## src/rtl/ptp_tod_pkg.sv

```systemverilog
package ptp_tod_pkg;
    localparam int unsigned PER_W      = 64;
    localparam int unsigned FRAC_W     = 59;
    localparam int unsigned SEC_W      = 48;
    localparam int unsigned NS_W       = 30;
    localparam int unsigned NS_PER_SEC = 1_000_000_000;
    localparam logic [NS_W-1:0]  NEG_BAND_LO    = 30'h3FFF_FFF0;
    localparam logic [PER_W-1:0] NOMINAL_PERIOD = 64'h1FF0_0000_0000_0000;

    localparam logic [2:0] CMD_IDLE  = 3'd0;
    localparam logic [2:0] CMD_LOAD  = 3'd1;
    localparam logic [2:0] CMD_SAVE  = 3'd2;
    localparam logic [2:0] CMD_CLOCK = 3'd3;
    localparam logic [2:0] CMD_DELTA = 3'd4;
    localparam logic [2:0] CMD_TOD   = 3'd5;
endpackage

```

## src/rtl/ptp_tod_dom.sv

```systemverilog
module ptp_tod_dom
    import ptp_tod_pkg::*;
#(
    parameter int unsigned SW = SEC_W,
    parameter int unsigned NW = NS_W,
    parameter int unsigned PW = PER_W,
    parameter int unsigned FW = FRAC_W
) (
    input  logic          clk_i,
    input  logic          rst_ni,
    input  logic          run_i,
    input  logic [PW-1:0] period_i,
    input  logic          load_i,
    input  logic [SW-1:0] load_sec_i,
    input  logic [NW-1:0] load_ns_i,
    input  logic          step_i,
    input  logic [NW-1:0] step_ns_i,
    output logic [SW-1:0] sec_o,
    output logic [NW-1:0] ns_o
);
    localparam int unsigned IW = PW - FW;
    localparam int unsigned XW = NW + 3;
    localparam logic signed [XW-1:0] BILLION   = XW'(NS_PER_SEC);
    localparam logic signed [XW-1:0] NEG_FLOOR = XW'(-16);

    typedef struct packed {
        logic [SW-1:0] sec;
        logic [NW-1:0] ns;
        logic [FW-1:0] frac;
    } dom_state_t;

    dom_state_t s_q, s_d;
    logic [FW:0]           frac_sum;
    logic [IW:0]           inc_ns;
    logic                  neg_band;
    logic signed [XW-1:0]  ns_cur, ns_step, ns_inc, ns_sum;

    always_comb begin
        s_d      = s_q;
        frac_sum = {1'b0, s_q.frac} + {1'b0, period_i[FW-1:0]};
        inc_ns   = '0;
        if (run_i) begin
            inc_ns    = {1'b0, period_i[PW-1:FW]} + {{IW{1'b0}}, frac_sum[FW]};
            s_d.frac  = frac_sum[FW-1:0];
        end
        // a nanoseconds code in the top band stands for a small negative value
        neg_band = (s_q.ns >= NEG_BAND_LO);
        ns_cur   = {{3{neg_band}}, s_q.ns};
        ns_step  = step_i ? {{3{step_ns_i[NW-1]}}, step_ns_i} : '0;
        ns_inc   = {{(XW-IW-1){1'b0}}, inc_ns};
        ns_sum   = ns_cur + ns_step + ns_inc;
        if (ns_sum >= BILLION) begin
            s_d.ns  = NW'(ns_sum - BILLION);
            s_d.sec = s_q.sec + SW'(1);
        end else if (ns_sum < NEG_FLOOR) begin
            s_d.ns  = NW'(ns_sum + BILLION);
            s_d.sec = s_q.sec - SW'(1);
        end else begin
            s_d.ns  = NW'(ns_sum);
        end
        if (load_i) begin
            s_d.sec = load_sec_i;
            s_d.ns  = load_ns_i;
        end
    end

    always_ff @(posedge clk_i or negedge rst_ni) begin
        if (!rst_ni) s_q <= '0;
        else         s_q <= s_d;
    end

    assign sec_o = s_q.sec;
    assign ns_o  = s_q.ns;
endmodule

```

## src/rtl/ptp_tod_cfg.sv

```systemverilog
module ptp_tod_cfg
    import ptp_tod_pkg::*;
#(
    parameter int unsigned NUM_DOM = 3,
    parameter int unsigned AW      = 4,
    parameter int unsigned DW      = 32,
    parameter int unsigned PW      = PER_W,
    parameter logic [PW-1:0] RESET_PERIOD = NOMINAL_PERIOD
) (
    input  logic                        clk_i,
    input  logic                        rst_ni,
    input  logic                        we_i,
    input  logic [AW-1:0]               addr_i,
    input  logic [DW-1:0]               wdata_i,
    output logic [NUM_DOM-1:0][PW-1:0]  period_o,
    output logic [NUM_DOM-1:0]          run_o,
    output logic [NUM_DOM-1:0]          gate_o
);
    localparam int unsigned ADDR_RUN  = 2 * NUM_DOM;
    localparam int unsigned ADDR_GATE = ADDR_RUN + 1;

    typedef struct packed {
        logic [NUM_DOM-1:0][PW-1:0] stage;
        logic [NUM_DOM-1:0][PW-1:0] act;
        logic [NUM_DOM-1:0]         run;
        logic [NUM_DOM-1:0]         gate;
    } cfg_state_t;

    cfg_state_t c_q, c_d;

    always_comb begin
        c_d = c_q;
        for (int d = 0; d < NUM_DOM; d++) begin
            if (!c_q.gate[d]) c_d.act[d] = c_q.stage[d];
            if (we_i && addr_i == AW'(2 * d))     c_d.stage[d][DW-1:0]  = wdata_i;
            if (we_i && addr_i == AW'(2 * d + 1)) c_d.stage[d][PW-1:DW] = wdata_i;
        end
        if (we_i && addr_i == AW'(ADDR_RUN))  c_d.run  = wdata_i[NUM_DOM-1:0];
        if (we_i && addr_i == AW'(ADDR_GATE)) c_d.gate = wdata_i[NUM_DOM-1:0];
    end

    always_ff @(posedge clk_i or negedge rst_ni) begin
        if (!rst_ni) begin
            for (int d = 0; d < NUM_DOM; d++) begin
                c_q.stage[d] <= RESET_PERIOD;
                c_q.act[d]   <= RESET_PERIOD;
            end
            c_q.run  <= '0;
            c_q.gate <= '0;
        end else begin
            c_q <= c_d;
        end
    end

    assign period_o = c_q.act;
    assign run_o    = c_q.run;
    assign gate_o   = c_q.gate;
endmodule

```

## src/rtl/ptp_tod_acc.sv

```systemverilog
module ptp_tod_acc
    import ptp_tod_pkg::*;
#(
    parameter int unsigned NUM_DOM = 3,
    parameter int unsigned DOM_W   = 2,
    parameter int unsigned AW      = 4,
    parameter int unsigned DW      = 32,
    parameter int unsigned SW      = SEC_W,
    parameter int unsigned NW      = NS_W
) (
    input  logic                        clk_i,
    input  logic                        rst_ni,
    input  logic                        reg_we_i,
    input  logic [AW-1:0]               reg_addr_i,
    input  logic [DW-1:0]               reg_wdata_i,
    input  logic                        cmd_we_i,
    input  logic [2:0]                  cmd_code_i,
    input  logic [DOM_W-1:0]            cmd_dom_i,
    input  logic [NUM_DOM-1:0][SW-1:0]  tod_sec_i,
    input  logic [NUM_DOM-1:0][NW-1:0]  tod_ns_i,
    output logic [NUM_DOM-1:0]          load_o,
    output logic [NUM_DOM-1:0]          step_o,
    output logic [SW-1:0]               shd_sec_o,
    output logic [NW-1:0]               shd_ns_o
);
    localparam int unsigned ADDR_SHI = 2 * NUM_DOM + 2;
    localparam int unsigned ADDR_SLO = ADDR_SHI + 1;
    localparam int unsigned ADDR_SNS = ADDR_SHI + 2;

    typedef struct packed {
        logic [2:0]       code;
        logic [DOM_W-1:0] dom;
        logic             ok;
        logic [2:0]       last;
        logic [SW-1:0]    shd_sec;
        logic [NW-1:0]    shd_ns;
    } acc_state_t;

    acc_state_t a_q, a_d;

    always_comb begin
        a_d      = a_q;
        a_d.code = CMD_IDLE;
        a_d.ok   = 1'b0;
        load_o   = '0;
        step_o   = '0;
        if (cmd_we_i) begin
            a_d.code = cmd_code_i;
            a_d.dom  = cmd_dom_i;
            a_d.ok   = (a_q.last == CMD_IDLE);
            a_d.last = cmd_code_i;
        end
        if (reg_we_i) begin
            if (reg_addr_i == AW'(ADDR_SHI)) a_d.shd_sec[SW-1:DW] = reg_wdata_i[SW-DW-1:0];
            if (reg_addr_i == AW'(ADDR_SLO)) a_d.shd_sec[DW-1:0]  = reg_wdata_i;
            if (reg_addr_i == AW'(ADDR_SNS)) a_d.shd_ns           = reg_wdata_i[NW-1:0];
        end
        for (int d = 0; d < NUM_DOM; d++) begin
            if (a_q.dom == DOM_W'(d)) begin
                load_o[d] = (a_q.code == CMD_LOAD) && a_q.ok;
                step_o[d] = (a_q.code == CMD_DELTA);
                if (a_q.code == CMD_SAVE) begin
                    a_d.shd_sec = tod_sec_i[d];
                    a_d.shd_ns  = tod_ns_i[d];
                end
            end
        end
    end

    always_ff @(posedge clk_i or negedge rst_ni) begin
        if (!rst_ni) begin
            a_q      <= '0;
            a_q.code <= CMD_IDLE;
            a_q.last <= CMD_IDLE;
        end else begin
            a_q <= a_d;
        end
    end

    assign shd_sec_o = a_q.shd_sec;
    assign shd_ns_o  = a_q.shd_ns;
endmodule

```

## src/rtl/ptp_tod_top.sv

```systemverilog
module ptp_tod_top
    import ptp_tod_pkg::*;
#(
    parameter int unsigned NUM_DOM = 3,
    parameter int unsigned DOM_W   = $clog2(NUM_DOM),
    parameter int unsigned AW      = 4,
    parameter int unsigned DW      = 32,
    parameter int unsigned SW      = SEC_W,
    parameter int unsigned NW      = NS_W,
    parameter int unsigned PW      = PER_W,
    parameter logic [PW-1:0] RESET_PERIOD = NOMINAL_PERIOD
) (
    input  logic                    clk_i,
    input  logic                    rst_ni,
    input  logic                    reg_we_i,
    input  logic [AW-1:0]           reg_addr_i,
    input  logic [DW-1:0]           reg_wdata_i,
    input  logic                    cmd_we_i,
    input  logic [2:0]              cmd_code_i,
    input  logic [DOM_W-1:0]        cmd_dom_i,
    output logic [SW-1:0]           shd_sec_o,
    output logic [NW-1:0]           shd_ns_o,
    output logic [NUM_DOM*SW-1:0]   tod_sec_o,
    output logic [NUM_DOM*NW-1:0]   tod_ns_o
);
    logic [NUM_DOM-1:0][PW-1:0] dom_period;
    logic [NUM_DOM-1:0]         dom_run, dom_gate, dom_load, dom_step;
    logic [NUM_DOM-1:0][SW-1:0] dom_sec;
    logic [NUM_DOM-1:0][NW-1:0] dom_ns;

    ptp_tod_cfg #(
        .NUM_DOM(NUM_DOM), .AW(AW), .DW(DW), .PW(PW), .RESET_PERIOD(RESET_PERIOD)
    ) u_cfg (
        .clk_i    (clk_i),
        .rst_ni   (rst_ni),
        .we_i     (reg_we_i),
        .addr_i   (reg_addr_i),
        .wdata_i  (reg_wdata_i),
        .period_o (dom_period),
        .run_o    (dom_run),
        .gate_o   (dom_gate)
    );

    ptp_tod_acc #(
        .NUM_DOM(NUM_DOM), .DOM_W(DOM_W), .AW(AW), .DW(DW), .SW(SW), .NW(NW)
    ) u_acc (
        .clk_i       (clk_i),
        .rst_ni      (rst_ni),
        .reg_we_i    (reg_we_i),
        .reg_addr_i  (reg_addr_i),
        .reg_wdata_i (reg_wdata_i),
        .cmd_we_i    (cmd_we_i),
        .cmd_code_i  (cmd_code_i),
        .cmd_dom_i   (cmd_dom_i),
        .tod_sec_i   (dom_sec),
        .tod_ns_i    (dom_ns),
        .load_o      (dom_load),
        .step_o      (dom_step),
        .shd_sec_o   (shd_sec_o),
        .shd_ns_o    (shd_ns_o)
    );

    for (genvar d = 0; d < NUM_DOM; d++) begin : g_dom
        ptp_tod_dom #(.SW(SW), .NW(NW), .PW(PW), .FW(FRAC_W)) u_dom (
            .clk_i      (clk_i),
            .rst_ni     (rst_ni),
            .run_i      (dom_run[d]),
            .period_i   (dom_period[d]),
            .load_i     (dom_load[d]),
            .load_sec_i (shd_sec_o),
            .load_ns_i  (shd_ns_o),
            .step_i     (dom_step[d]),
            .step_ns_i  (shd_ns_o),
            .sec_o      (dom_sec[d]),
            .ns_o       (dom_ns[d])
        );
    end

    assign tod_sec_o = dom_sec;
    assign tod_ns_o  = dom_ns;
endmodule

```

## config.mk

```make
export PLATFORM = sky130hd
export DESIGN_NAME = ptp_tod_top
export DESIGN_NICKNAME = d
export VERILOG_FILES = /design/src/rtl/ptp_tod_pkg.sv /design/src/rtl/ptp_tod_dom.sv /design/src/rtl/ptp_tod_cfg.sv /design/src/rtl/ptp_tod_acc.sv /design/src/rtl/ptp_tod_top.sv
export SDC_FILE = /design/constraint.sdc
export NUM_CORES = 2
export LEC_CHECK = 0
export ABC_AREA = 0
export BUFFER_PORTS_ARGS = -buffer_cell sky130_fd_sc_hd__buf_2
export CORE_MARGIN = 3
export CORE_UTILIZATION = 40
export CTS_CLUSTER_SIZE = 8
export DETAILED_ROUTE_END_ITERATION = 10
export SYNTH_ARGS = -nofsm -noshare
export SYNTH_HDL_FRONTEND = slang
export SYNTH_SLANG_ARGS = --single-unit
export TNS_END_PERCENT = 30
```

## constraint.sdc

```tcl
create_clock -name clk_i -period 10.1 [get_ports clk_i]
set_input_delay 2.02 -clock clk_i [delete_from_list [all_inputs] [get_ports clk_i]]
set_output_delay 2.02 -clock clk_i [all_outputs]
set_load 0.03 [all_outputs]
```

======== Word level (Yosys, flattened, before mapping) ========
Cells that the tools add are included.
W data, S select, Z words.
operators by class
  $add $sub $neg .......................... 24
  order comparisons ....................... 9
  equality and inequality tests ........... 15
  mux-type cells .......................... 35
  reductions and logical operators ........ 15
operator list
  cell                      number
  $mux W78                  13
  $add A59 B59 Y60          3
  $add A48 B1 Y48 const B   3
  $mux W48                  3
  $sub A48 B1 Y48 const B   3
  $mux W30                  4
  $add A31 B33 Y33          3
  $add A33 B7 Y33           3
  $ge A33 B31 Y1 const B    3
  $lt A33 B5 Y1 const B     3
  $mux W33                  3
  $add A30 B28 Y30 const B  3
  $ge A30 B30 Y1 const B    3
  $sub A30 B28 Y30 const B  3
  $mux W32                  1
  $add A5 B1 Y6             3
  $mux W6                   3
  $eq A4 B3 Y1 const B      4
  $mux W16                  1
  $eq A4 B4 Y1 const B      3
  $logic_and A1 B1 Y1       9
  $mux W9                   1
  $reduce_bool A3 Y1        3
  $eq A4 B2 Y1 const B      2
  other kinds (10)          15
storage, ports and cells
  bits in registers ....................... 888
  input bits .............................. 45
  output and inout port bits .............. 312
  logic and storage cells ................. 124

======== Longest topological paths before layout ========
  word-level depth ........................ 9
  depth in mapped cells ................... 49
  gate-level depth less buffers ........... 47

======== Modules after synthesis ========
From an unflattened synthesis, not the netlist that was laid out.
unflattened totals
  cell total of the unflattened synthesis .. 7,326
  area, all modules ....................... 68,588.3 um^2
modules (own cells, without submodules)
  module                            times used  cells each  area each (um^2)  seq. area each (um^2)
  ptp_tod_dom (g_dom[0].u_dom ...)  2           1,850       15,506.1          3,428.3
  ptp_tod_cfg                       1           1,032       16,140.5          9,826.9
  ptp_tod_dom (g_dom[2].u_dom)      1           1,907       15,861.5          3,428.3
  ptp_tod_acc                       1           687         5,574.1           2,177.1

======== Worst setup path after synthesis ========
No wires, ideal clock.
  kind .................................... reg-to-reg
  start ................................... register u_cfg.c_q, in the netlist u_cfg.period_o[17]
  end ..................................... register g_dom[0].u_dom.s_q, in the netlist g_dom[0].u_dom.sec_o[44]
  setup time .............................. 77 ps
  arrival time ............................ 10,906 ps
  required time ........................... 10,023 ps
  path slack .............................. -884 ps
  stages on the path, launching flop included .. 48
  buffers on the path ..................... 2
  clock period less this slack ............ 10,984 ps
  cell sequence ........................... dfrtp_1 ha_1 clkbuf_1 and4_1 and4_1 o311ai_0 nand3_1 o21ai_0 a211oi_1 nand3b_1 nand2_1 o41ai_1 a211oi_1 o21bai_1 a21o_1 ha_1 ha_1 xor2_1 [... 12 more ...] o21ai_0 o211ai_1 a31oi_2 buf_2 inv_1 ha_1 o211a_1 o21ai_0 a2111oi_0 o21ai_0 a2111oi_0 o21ai_0 o21ai_0 a21boi_0 o41ai_1 xor2_1 nand2_1 a21oi_1
between the ends
  cells in the longest elaborated chain, start to end .. 7
  elaborated cells on any way between the ends .. 9
  those cells by class .................... add/sub (3); order compare (2); mux (3); reduce/logical (1)
RTL lines
  item                  line               text
  from (decl)           ptp_tod_cfg.sv:29  cfg_state_t c_q, c_d;
  $add A59 B59 Y60 *    ptp_tod_dom.sv:40  frac_sum = {1'b0, s_q.frac} + {1'b0, period_i[FW-1:0]};
  $add A5 B1 Y6 *       ptp_tod_dom.sv:43  inc_ns = {1'b0, period_i[PW-1:FW]} + {{IW{1'b0}}, frac_sum[FW]};
  $mux W6 *             ptp_tod_dom.sv:42  if (run_i) begin
  $add A33 B7 Y33 *     ptp_tod_dom.sv:51  ns_sum = ns_cur + ns_step + ns_inc;
  $ge A33 B31 Y1        ptp_tod_dom.sv:52  if (ns_sum >= BILLION) begin
  $mux W78              ptp_tod_dom.sv:52
  $mux W78              ptp_tod_dom.sv:61  if (load_i) begin
  to (signal assigned)  ptp_tod_dom.sv:68  if (!rst_ni) s_q <= '0;
  to (signal assigned)  ptp_tod_dom.sv:69  else s_q <= s_d;
  to (decl)             ptp_tod_dom.sv:32  dom_state_t s_q, s_d;
Every way passes the cells marked *; elsewhere a longest branch is shown, timed or not.
A chain may end at the register's enable or synchronous reset.

======== Worst setup path in the final report ========
  start ................................... register g_dom[2].u_dom.s_q[1] (netlist bit)
  end ..................................... register g_dom[2].u_dom.s_q, in the netlist g_dom[2].u_dom.sec_o[45]
between the ends
  cells in the longest elaborated chain, start to end .. 7
  elaborated cells on any way between the ends .. 9
  those cells by class .................... add/sub (3); order compare (2); mux (3); reduce/logical (1)
RTL lines
  item                    line
  from (decl)             ptp_tod_dom.sv:32
  from (signal assigned)  ptp_tod_dom.sv:68
  from (signal assigned)  ptp_tod_dom.sv:69
  $add A59 B59 Y60 *      ptp_tod_dom.sv:40
  $add A5 B1 Y6 *         ptp_tod_dom.sv:43
  $mux W6 *               ptp_tod_dom.sv:42
  $add A33 B7 Y33 *       ptp_tod_dom.sv:51
  $ge A33 B31 Y1          ptp_tod_dom.sv:52
  $mux W78                ptp_tod_dom.sv:52
  $mux W78                ptp_tod_dom.sv:61
Marked as above.

==> impl_results.html <==
<table>
<tr><th>Metric</th><th>Value</th></tr>
<tr><th colspan="2">Status</th></tr>
<tr><td>Status</td><td>complete, but fails checks</td></tr>
<tr><td>Violated checks</td><td>setup timing</td></tr>
<tr><th colspan="2">Timing</th></tr>
<tr><td>Unrepaired setup endpoints after global routing</td><td>yes</td></tr>
<tr><td>Slew of the pin with the lowest slew margin</td><td>1.23 ns</td></tr>
<tr><td>Final-report setup violation count</td><td>1</td></tr>
<tr><td>Worst setup margin</td><td>-0.0814 ns</td></tr>
<tr><td>Hold Slack</td><td>0.431 ns</td></tr>
<tr><td>Clock skew after layout</td><td>0.0319 ns</td></tr>
<tr><td>Remaining max-slew budget at the tightest pin</td><td>17.6%</td></tr>
<tr><td>Setup TNS</td><td>-0.0814 ns</td></tr>
<tr><td>Final slew viol count</td><td>0</td></tr>
<tr><td>Time the final worst path needs with I/O delays and setup</td><td>10.18 ns</td></tr>
<tr><td>Crit share post-route</td><td>101%</td></tr>
<tr><td>Max Fclk</td><td>98.2 MHz</td></tr>
<tr><td>Hold Vio Cnt, Final</td><td>0</td></tr>
<tr><th colspan="2">Die</th></tr>
<tr><td>Area of the core</td><td>165,000 sq um</td></tr>
<tr><td>Die Ht</td><td>414 microns</td></tr>
<tr><td>Floorplan die area</td><td>171,000 sq um</td></tr>
<tr><td>Width of the chip</td><td>414 microns</td></tr>
<tr><td>Number of cell rows</td><td>149</td></tr>
<tr><td>Number of top-level design ports</td><td>357</td></tr>
<tr><td>Starting density of the core</td><td>40.3%</td></tr>
<tr><th colspan="2">Worst setup path</th></tr>
<tr><td>Startpoint class of the critical path</td><td>register</td></tr>
<tr><td>Reg2reg end</td><td>g_dom[2].u_dom.sec_o[45]</td></tr>
<tr><td>Crit Path Max Fanout</td><td>5</td></tr>
<tr><td>Setup slack of the worst register-to-register path</td><td>-0.08 ns</td></tr>
<tr><td>Worst reg2reg path depth</td><td>52</td></tr>
<tr><td>Critical path's slowest cell</td><td>sky130_fd_sc_hd__fa_1</td></tr>
<tr><td>CP Data Arrival Time</td><td>10.79 ns</td></tr>
<tr><td>Worst R2R Start</td><td>g_dom[2].u_dom.s_q[1]</td></tr>
<tr><td>Slowest cell delay on critical path</td><td>0.58 ns</td></tr>
<tr><td>Kind of end point of the critical path</td><td>register</td></tr>
<tr><td>Data required time of the critical path</td><td>10.71 ns</td></tr>
<tr><td>Worst setup path class</td><td>reg2reg</td></tr>
<tr><th colspan="2">Global route</th></tr>
<tr><td>GRT met1 Usage</td><td>35.8%</td></tr>
<tr><td>Via count of the first global-routing pass</td><td>58,600</td></tr>
<tr><td>Maximum number of pins on one net before global-route repair</td><td>160</td></tr>
<tr><td>Antenna violations before repair</td><td>26</td></tr>
<tr><td>GRT overflow</td><td>0</td></tr>
<tr><td>Layer with the highest usage after global routing</td><td>met2</td></tr>
<tr><td>Met2 global-route usage</td><td>41.9%</td></tr>
<tr><td>Wire length of the first global-routing pass</td><td>356,000 microns</td></tr>
<tr><td>Met3 Track Usage GR</td><td>6.11%</td></tr>
<tr><td>GRT Resource Usage Total</td><td>27.0%</td></tr>
<tr><th colspan="2">Clocking</th></tr>
<tr><td># clock sinks</td><td>888</td></tr>
<tr><td>CTS tree</td><td>done</td></tr>
<tr><td>Maximum level of the CTS H-tree</td><td>4</td></tr>
<tr><td>Number of buffers inserted during clock tree synthesis</td><td>132</td></tr>
<tr><td>Root buffer selected by CTS</td><td>sky130_fd_sc_hd__clkbuf_16</td></tr>
<tr><td>Worst skew pair latency</td><td>0.76 ns</td></tr>
<tr><td>Max Root-Sink Buffers</td><td>3</td></tr>
<tr><td>Post-CTS clock slew at the launch and capture registers of the worst setup and hold paths</td><td>0.05 ns</td></tr>
<tr><th colspan="2">Worst hold path</th></tr>
<tr><td>Hold Crit Start</td><td>u_acc.a_q[79]</td></tr>
<tr><td>Number of cells on the worst hold path</td><td>1</td></tr>
<tr><td>Path type of the worst min-delay path</td><td>reg2reg</td></tr>
<tr><td>Hold EP</td><td>u_acc.a_q[81]</td></tr>
<tr><th colspan="2">Logic synthesis</th></tr>
<tr><td>Count leader, synth</td><td>sky130_fd_sc_hd__dfrtp_1</td></tr>
<tr><td>Summed instance area of the synthesized netlist</td><td>66,600 sq um</td></tr>
<tr><td>Number of flip-flops and latches in the synthesized netlist</td><td>888</td></tr>
<tr><td>Async set-or-reset flop fraction in the synthesized netlist</td><td>100%</td></tr>
<tr><td>Count of unique library cells instantiated by Yosys</td><td>102</td></tr>
<tr><td>Number of flops mapped to enable cells by yosys</td><td>0</td></tr>
<tr><td>Number of standard cells after synthesis</td><td>7,205</td></tr>
<tr><td>Mapped Avg Cell Area</td><td>9.24 sq um</td></tr>
<tr><td>Net count after synthesis</td><td>7,772</td></tr>
<tr><td>Area fraction of the dominant cell type after synthesis</td><td>31.4%</td></tr>
<tr><td>Warnings, synthesis</td><td>0</td></tr>
<tr><td>Most instantiated flip-flop cell in the synthesis netlist</td><td>sky130_fd_sc_hd__dfrtp_1</td></tr>
<tr><td>Dominant cell type by area after synthesis</td><td>sky130_fd_sc_hd__dfrtp_1</td></tr>
<tr><td>Commonest cells in the synthesized netlist</td><td>834 x sky130_fd_sc_hd__dfrtp_1, 638 x sky130_fd_sc_hd__nand2_1, 548 x sky130_fd_sc_hd__mux2_2</td></tr>
<tr><td>Main area contributors after synthesis</td><td>sky130_fd_sc_hd__dfrtp_1 31%, sky130_fd_sc_hd__ha_1 9.3%, sky130_fd_sc_hd__mux2_2 9.3%</td></tr>
<tr><td>Share of synthesized area occupied by flip-flops and latches</td><td>33.5%</td></tr>
<tr><th colspan="2">Route</th></tr>
<tr><td>Total iterations of the first detailed-routing run</td><td>5</td></tr>
<tr><td>Antenna-violating nets left</td><td>0</td></tr>
<tr><td>Mean routed wirelength per cell</td><td>23.1 microns</td></tr>
<tr><td>Aggregate routed wire length</td><td>238,000 microns</td></tr>
<tr><td>Detailed-route vias per instance</td><td>5.74</td></tr>
<tr><td>Vias after detailed routing</td><td>59,300</td></tr>
<tr><td>DRC violation count after routing</td><td>0</td></tr>
<tr><td>Iteration-0 DRC Markers</td><td>4,843</td></tr>
<tr><th colspan="2">Layout</th></tr>
<tr><td>Flip-flop and latch area</td><td>22,300 sq um</td></tr>
<tr><td>Layout Utilization</td><td>49.8%</td></tr>
<tr><td>Area of combinational cells with multiple inputs</td><td>43,000 sq um</td></tr>
<tr><td>Fill cell count</td><td>15,500</td></tr>
<tr><td>Post-layout net count</td><td>8,612</td></tr>
<tr><td>Area growth from synthesis to layout</td><td>23.6%</td></tr>
<tr><td>Share of cells above drive strength 1</td><td>32.0%</td></tr>
<tr><th colspan="2">Power</th></tr>
<tr><td>Lkg Pwr</td><td>37.9 nW</td></tr>
<tr><td>Total power divided by cell area</td><td>395 nW/um^2</td></tr>
<tr><td>Maximum vdd drop</td><td>0.000230 V</td></tr>
<tr><th colspan="2">Placed design</th></tr>
<tr><td>Post-detailed-placement half-perimeter wirelength</td><td>171,000 microns</td></tr>
<tr><td>Global placement routability congestion</td><td>0.940</td></tr>
<tr><td>Number of buffers added on ports</td><td>356</td></tr>
<tr><td>Worst setup slack after placement</td><td>-1.17 ns</td></tr>
<tr><th colspan="2">Flow run</th></tr>
<tr><td>MaxCap Viol Count</td><td>0</td></tr>
</table>
==> final cells by class <==
type                            count  share of cell area (%)
Multi-Input combinational cell   5494                    52.3
Antenna cell                       18                  0.0548
Sequential cell                   888                    27.1
Inverter                          170                   0.789
Timing Repair Buffer             1359                    11.8
Tap cell                         2189                    3.33
Clock inverter                     10                   0.208
Clock buffer                      190                    4.45
==> timing repair <==
item                                    CTS  global route
pin swaps                               176           218
gates resized for setup                 295           250
endpoints found under the hold margin     0             0
endpoints found under the setup margin   95           100
hold buffers                              0             0
gates cloned                              1             1
buffers inserted                         72            55
==> where the power goes <==
group	switching [mW]	internal [mW]
logic	11.2	9.96
registers	2.03	5.12
clock network	1.67	2.52
==> cell usage in the layout, fill, tap and decap left out, types with 100 or more instances in the layout <==
cell                          n
sky130_fd_sc_hd__nor2_1     435
sky130_fd_sc_hd__buf_4      947
sky130_fd_sc_hd__mux2_2     548
sky130_fd_sc_hd__xor2_1     138
sky130_fd_sc_hd__a21oi_1    482
sky130_fd_sc_hd__a21o_1     270
sky130_fd_sc_hd__and2_1     127
sky130_fd_sc_hd__a211oi_1   116
sky130_fd_sc_hd__inv_1      162
sky130_fd_sc_hd__buf_2      355
sky130_fd_sc_hd__mux2i_1    177
sky130_fd_sc_hd__dfrtp_1    828
sky130_fd_sc_hd__nand3_1    100
sky130_fd_sc_hd__xnor2_1    243
sky130_fd_sc_hd__nand2_1    629
sky130_fd_sc_hd__o21ai_0    358
sky130_fd_sc_hd__clkbuf_16  136
sky130_fd_sc_hd__ha_1       411
==> per-stage QoR <==
stage               cells  area (sq um)  power, mW
floorplan            7205         66900       19.5
global placement     9984         74600       25.7
detailed placement   9984         74600       25.9
CTS                 10300         80600       31.3
global route        10300         82200       34.7
finish              10300         82300       32.5
==> per-layer routing <==
layer  vias up  part of all wire (%)
met1     29200                    43
met5         -                 0.064
li1      27600                     -
met3       484                   7.7
met2      2026                    44
met4         6                   4.7
==> flip-flops by register name, summed over array words and instances, names as in the netlist <==
register and flops:
u_cfg.gate_o 3, g_dom.u_dom.s_q 177, u_acc.shd_ns_o 30, u_cfg.c_q 192
u_cfg.run_o 3, g_dom.u_dom.sec_o 144, u_acc.a_q 9, u_acc.shd_sec_o 48
g_dom.u_dom.ns_o 90, u_cfg.period_o 192
==> critical path, delay by kind of cell (launching register included) <==
kind            cells  cell delay (ns)
compound gates     21             4.30
xor+xnor            2             0.34
fa+ha+maj           5             1.56
buf+inv            11             1.34
flops               1             0.40
mux                 1             0.13
simple gates       12             1.93
==> cell families (layout without fill, tap and decap cells) <==
| group | count (synthesis) | count (layout) | share of synthesized area [%] |
|---|---|---|---|
| XOR/XNOR | 400 | 400 | 5.26 |
| multiplexers | 726 | 726 | 11.9 |
| buffers and inverters | 823 | 1729 | 6.57 |
| AO/OA/AOI/OAI | 1990 | 1990 | 19.4 |
| other | 0 | 18 | 0 |
| AND/OR/NAND/NOR | 1856 | 1856 | 13.3 |
| flip-flops | 888 | 888 | 33.5 |
| adder cells (fa/ha/maj) | 522 | 522 | 10.1 |
==> worst max-delay path by stage <==
stage | start | end | slack (ns) | depth (start not counted)
global placement | u_cfg.period_o[80] | g_dom[1].u_dom.sec_o[47] | -1.13 | 49
global route | g_dom[2].u_dom.s_q[1] | g_dom[2].u_dom.sec_o[45] | -0.38 | 52
finish | g_dom[2].u_dom.s_q[1] | g_dom[2].u_dom.sec_o[45] | -0.08 | 52
CTS | u_cfg.period_o[17] | g_dom[0].u_dom.sec_o[40] | -0.19 | 49
detailed placement | u_cfg.period_o[80] | g_dom[1].u_dom.sec_o[47] | -1.17 | 48
floorplan | u_cfg.period_o[70] | g_dom[1].u_dom.sec_o[40] | 0.007 | 46
Note: power is estimated with default switching activity, not from simulation.
